### config.mk
export PLATFORM = sky130hd
export DESIGN_NAME = npc_verdict
export DESIGN_NICKNAME = d
export VERILOG_FILES = /design/src/rtl/npc_verdict_pkg.sv /design/src/rtl/npc_classify.sv /design/src/rtl/npc_rules.sv /design/src/rtl/npc_verdict.sv
export SDC_FILE = /design/constraint.sdc
export NUM_CORES = 1
export LEC_CHECK = 0
export ABC_AREA = 0
export BUFFER_PORTS_ARGS = -buffer_cell sky130_fd_sc_hd__buf_2
export CORE_ASPECT_RATIO = 1.5
export CORE_MARGIN = 1.5
export CORE_UTILIZATION = 45
export CTS_CLUSTER_DIAMETER = 60
export DETAILED_ROUTE_END_ITERATION = 8
export PLACE_DENSITY = 0.77
export SKIP_CTS_REPAIR_TIMING = 1
export SLEW_MARGIN = 30
export SYNTH_ARGS = -nofsm -noshare
export SYNTH_HDL_FRONTEND = slang
export SYNTH_HIERARCHICAL = 1
export SYNTH_SLANG_ARGS = --single-unit
### constraint.sdc
create_clock -name clk -period 5.9 [get_ports clk]
set_input_delay 0.295 -clock clk [delete_from_list [all_inputs] [get_ports clk]]
set_output_delay 0.295 -clock clk [all_outputs]
set_load 0.02 [all_outputs]
### src/rtl/npc_verdict_pkg.sv
package npc_verdict_pkg;
  localparam int unsigned ADDR_W = 32;
  localparam int unsigned INSN_BYTES = 4;
  typedef enum logic [1:0] {
    CLS_PLAIN  = 2'b00,
    CLS_BRANCH = 2'b01,
    CLS_JUMP   = 2'b10,
    CLS_RSVD   = 2'b11
  } insn_class_e;
endpackage

### src/rtl/npc_classify.sv
module npc_classify
  import npc_verdict_pkg::*;
#(
  parameter int unsigned AW = ADDR_W,
  parameter int unsigned STEP = INSN_BYTES
) (
  input  logic [AW-1:0] pc,
  input  logic [AW-1:0] guess,
  input  logic [1:0]    cls,
  input  logic          taken_in,
  output logic [AW-1:0] seq_pc,
  output logic          guess_taken,
  output logic          is_ctrl,
  output logic          actual_taken
);
  localparam logic [AW-1:0] STEP_V = AW'(STEP);
  always_comb begin
    seq_pc       = pc + STEP_V;
    guess_taken  = (guess != seq_pc);
    is_ctrl      = (cls == CLS_BRANCH) || (cls == CLS_JUMP);
    actual_taken = (cls == CLS_JUMP) || ((cls == CLS_BRANCH) && taken_in);
  end
endmodule

### src/rtl/npc_rules.sv
module npc_rules
  import npc_verdict_pkg::*;
#(
  parameter int unsigned AW = ADDR_W
) (
  input  logic [AW-1:0] guess,
  input  logic [AW-1:0] target,
  input  logic [AW-1:0] seq_pc,
  input  logic [1:0]    cls,
  input  logic          guess_taken,
  input  logic          actual_taken,
  output logic          wrong,
  output logic [AW-1:0] fix_pc
);
  logic wrong_t, wrong_nt;
  always_comb begin
    // taken-guess rules
    if (cls == CLS_PLAIN || cls == CLS_RSVD) wrong_t = 1'b1;
    else if (!actual_taken)                  wrong_t = 1'b1;
    else                                     wrong_t = (guess != target);
    // not-taken-guess rules
    wrong_nt = actual_taken;
    wrong    = guess_taken ? wrong_t : wrong_nt;
    fix_pc   = actual_taken ? target : seq_pc;
  end
endmodule

### src/rtl/npc_verdict.sv
module npc_verdict
  import npc_verdict_pkg::*;
#(
  parameter int unsigned AW = ADDR_W,
  parameter int unsigned STEP = INSN_BYTES
) (
  input  logic          clk,
  input  logic          rst,
  input  logic          chk_valid,
  input  logic [31:0]   chk_pc,
  input  logic [31:0]   guess_pc,
  input  logic [1:0]    chk_class,
  input  logic          res_taken,
  input  logic [31:0]   res_target,
  output logic          flag_mispredict,
  output logic [31:0]   redirect_pc,
  output logic          train_valid,
  output logic [31:0]   train_pc,
  output logic          train_taken,
  output logic [31:0]   train_target
);
  logic [AW-1:0] seq_pc, fix_pc;
  logic guess_taken, is_ctrl, actual_taken, wrong;

  npc_classify #(.AW(AW), .STEP(STEP)) u_cls (
    .pc(chk_pc), .guess(guess_pc), .cls(chk_class), .taken_in(res_taken),
    .seq_pc(seq_pc), .guess_taken(guess_taken), .is_ctrl(is_ctrl),
    .actual_taken(actual_taken)
  );

  npc_rules #(.AW(AW)) u_rules (
    .guess(guess_pc), .target(res_target), .seq_pc(seq_pc), .cls(chk_class),
    .guess_taken(guess_taken), .actual_taken(actual_taken),
    .wrong(wrong), .fix_pc(fix_pc)
  );

  always_ff @(posedge clk) begin
    if (rst) begin
      flag_mispredict <= 1'b0;
      redirect_pc     <= '0;
      train_valid     <= 1'b0;
      train_pc        <= '0;
      train_taken     <= 1'b0;
      train_target    <= '0;
    end else begin
      flag_mispredict <= chk_valid && wrong;
      redirect_pc     <= fix_pc;
      train_valid     <= chk_valid && is_ctrl;
      train_pc        <= chk_pc;
      train_taken     <= actual_taken;
      train_target    <= res_target;
    end
  end

  // no output activity after an invalid check
  p_idle_quiet_r2: assert property (@(posedge clk) disable iff (rst)
    !chk_valid |=> (!flag_mispredict && !train_valid));
  // a not-taken guess on non-control never flags
  p_nt_plain_ok_r6: assert property (@(posedge clk) disable iff (rst)
    (chk_valid && guess_pc == chk_pc + 32'd4 && chk_class[1] == chk_class[0])
    |=> !flag_mispredict);
  // a taken guess on non-control always flags
  p_t_plain_bad_r4: assert property (@(posedge clk) disable iff (rst)
    (chk_valid && guess_pc != chk_pc + 32'd4 && chk_class[1] == chk_class[0])
    |=> flag_mispredict);
  // records only for control classes, carrying the checked PC
  p_train_pc_r8: assert property (@(posedge clk) disable iff (rst)
    (chk_valid && chk_class[1] != chk_class[0]) |=> (train_valid && train_pc == $past(chk_pc)));
  // jump redirect goes to the resolved target
  p_jump_redirect_r7: assert property (@(posedge clk) disable iff (rst)
    (chk_valid && chk_class == 2'b10) |=> (redirect_pc == $past(res_target)));
  // a not-taken guess on a jump always flags
  p_nt_jump_bad_r6: assert property (@(posedge clk) disable iff (rst)
    (chk_valid && chk_class == 2'b10 && guess_pc == chk_pc + 32'd4) |=> flag_mispredict);
endmodule

==> run_results.csv <==
group,metric,value,unit
global_routing,grt_overflow_total,0,
critical_path,worst_ep_required_time,6.13,ns
routing,routed_wl,15300,µm
floorplan,io_pins,201,
run_status,status,"complete, no violations",
synth,syn_inst,496,
critical_path,path_class,"in2reg",
floorplan,floorplan.initialDensity,45.8,%
global_routing,grt_pass1_wl,23300,µm
timing,max_freq,340,MHz
layout,final_common_cell,"buf_2",
global_routing,antenna_found_initial,0,
place,place_area,6040,µm²
floorplan,die_x,89.1,µm
critical_path,cp.arrival,3.17,ns
cts,cts_tree,"done",
floorplan,rows,47,
global_routing,grt_max_degree,100,
place,place_congestion,0.912,
routing,drt-initial-drc-count,147,
pwr,peakVddDrop,0.175,mV
critical_path,crit_buf_inv,1,
synth,yosysTopAreaCellShare,39.6,%
synth,yosysWarnings,6,
place,io_buffers,200,
cts,clock-sinks,99,
cts,clk_pin_slew_worst_paths,0.07,ns
timing,hold_viol_final,0,
routing,firstDrtPassIters,4,
synth,avgSynthCellArea,10.1,µm²
min_path,hold_start,"res_target[1]",
synth,synth_edf_count,0,
layout,mostFrequentLayoutCells,"buf_2 (199), nor2b_1 (100), dfxtp_1 (99)",
synth,synth_area,5010,µm²
timing,fin_crit_sh,49.9,%
global_routing,grt_pass1_vias,4388,
synth,ys_seq_area_share,39.6,%
synth,synth-seq-cells,99,
timing,finalSetupTns,0,ns
routing,num_vias,4255,
timing,worst_pin_slew,0.915,ns
place,dpl.hpwl,12300,µm
pwr,leakagePower,2.90,nW
min_path,hold_end,"train_target[1]",
critical_path,crit_path_max_fanout,11,
critical_path,cpMostUsedCell,"nand4_1",
routing,drc,0,
synth,synthArstFlopShare,0,%
layout,antenna_cells,0,
timing,period_needed,2.94,ns
synth,synth_area_leaders,"dfxtp_1 (40%), nor2b_1 (12%), xor2_1 (9.6%)",
cts,cts_buffers,9,
pwr,power.density,256,nW/µm²
critical_path,end_kind,"flop",
timing,drv_slew,0,
timing,rsz0062_at_grt,"no",
flow_run,drv_cap,0,
synth,ys_types,56,
critical_path,worst_path_max_delay_cell,"nor4_1",
cts,htree_levels,3,
synth,syn_nets,601,
critical_path,worstPathCellList,"buf_2, nand4_1, or3_1, nor4_1, xnor3_1, o2111ai_1, a2111oi_0, nand4_1, nand4_1, o32a_1, and3b_1",
timing,finalSetupViolCount,0,
floorplan,die_area,11800,µm²
global_routing,grt_usage,26.3,%
critical_path,startpoint_type,"primary input",
critical_path,critPathTopFamily,"simple AND/OR/NAND/NOR gates",
critical_path,max_stage_delay,0.68,ns
floorplan,core-area,10900,µm²
synth,yosys_most_used_dff,"dfxtp_1",
synth,synth_area_leader_cell,"dfxtp_1",
routing,ant_nets,0,
layout,finalInstanceArea,6350,µm²
layout,syn_to_final_growth,26.9,%
timing,relSlewSlack,38.4,%
routing,wl_per_cell,18.4,µm
routing,routed_via_density,5.10,
cts,cts-root-buf,"clkbuf_16",
layout,drive_above_1_share,38.1,%
cts,cts_max_path_buffers,2,
min_path,holdPathStages,2,
layout,final_nets,787,
floorplan,die_h,132,µm
min_path,hold_path.class,"in2reg",
-- per-stage QoR --
stage | power [W] | setup WS [ns] | utilization, % | hold slack (ns) | std cells
2_1_floorplan | 0.000932 | 3.04 | - | 0.423 | 496
5_1_grt | 0.00169 | 2.71 | 58.1 | 0.199 | 834
6_report | 0.00163 | 2.96 | 58.1 | 0.204 | 834
4_1_cts | 0.00164 | 2.81 | 58.0 | 0.192 | 834
3_5_place_dp | 0.00107 | 2.47 | 55.2 | 0.550 | 818
3_3_place_gp | 0.00106 | 2.58 | 55.2 | 0.548 | 818
-- cell type report --
type / count / area [µm²]
Clock buffer: 12 / 267
Clock inverter: 4 / 33.8
Fill cell: 1021 / 4590
Inverter: 10 / 37.5
Multi-Input combinational cell: 361 / 2830
Sequential cell: 99 / 1980
Tap cell: 147 / 184
Timing Repair Buffer: 201 / 1010
-- flip-flops by register name (all words and copies together), names as in the netlist --
name / count
train_valid: 1
redirect_pc: 32
train_taken: 1
train_target: 32
train_pc: 32
flag_mispredict: 1
-- cells in the mapped netlist, types with 2 or more instances --
| master | n |
|---|---|
| nor2b_1 | 100 |
| dfxtp_1 | 99 |
| xor2_1 | 55 |
| mux2_2 | 34 |
| xnor2_1 | 31 |
| nor4_1 | 19 |
| buf_2 | 15 |
| nand3_1 | 15 |
| nand2_1 | 14 |
| nand4_1 | 11 |
| inv_1 | 10 |
| nor3_1 | 6 |
| xnor3_1 | 6 |
| a21oi_1 | 5 |
| buf_4 | 5 |
| nor2_1 | 5 |
| and3_1 | 4 |
| a2111oi_0 | 3 |
| a31oi_1 | 3 |
| and4_1 | 3 |
| buf_6 | 3 |
| ha_1 | 3 |
| nand2b_1 | 3 |
| o221ai_1 | 3 |
| or3_1 | 3 |
| a211o_1 | 2 |
| and2_1 | 2 |
| and3b_1 | 2 |
| clkbuf_1 | 2 |
| o2111ai_1 | 2 |
| o32a_1 | 2 |
| or4_4 | 2 |
-- cell families after synthesis --
logic type | Yosys count | share of synthesized area [%]
compound gates | 30 | 4.72
xor+xnor | 92 | 17.7
fa+ha+maj | 3 | 0.750
buf+inv | 36 | 3.92
flops | 99 | 39.6
mux | 35 | 7.85
simple gates | 201 | 25.4
-- power breakdown --
group / internal, W / leakage (nW) / switching (W) / total (W)
Combinational: 0.000139 / 1.93 / 0.000195 / 0.000334
Clock: 0.000323 / 0.145 / 0.000254 / 0.000577
Sequential: 0.000709 / 0.825 / 0.00000924 / 0.000718
Total: 0.00117 / 2.90 / 0.000458 / 0.00163
-- worst max-delay path by stage --
stage               cells past startpoint  slack, ns              end       start
global route                           11       2.71  flag_mispredict  chk_pc[15]
global placement                       10       2.58  flag_mispredict  chk_pc[19]
CTS                                    12       2.81  flag_mispredict   chk_pc[2]
floorplan                              10       3.04  flag_mispredict  chk_pc[10]
finish                                 11       2.96  flag_mispredict  chk_pc[19]
detailed placement                     12       2.47  flag_mispredict   chk_pc[2]
-- layer usage --
layer / routed length, µm / part of all wire (%) / track usage (%)
met5: 0 / 0 / 0
met2: 8630 / 56 / 49.9
met4: 387 / 2.5 / 10.3
met1: 5720 / 37 / 27.8
met3: 587 / 3.8 / 4.20
(Power assumes the default switching activity.)
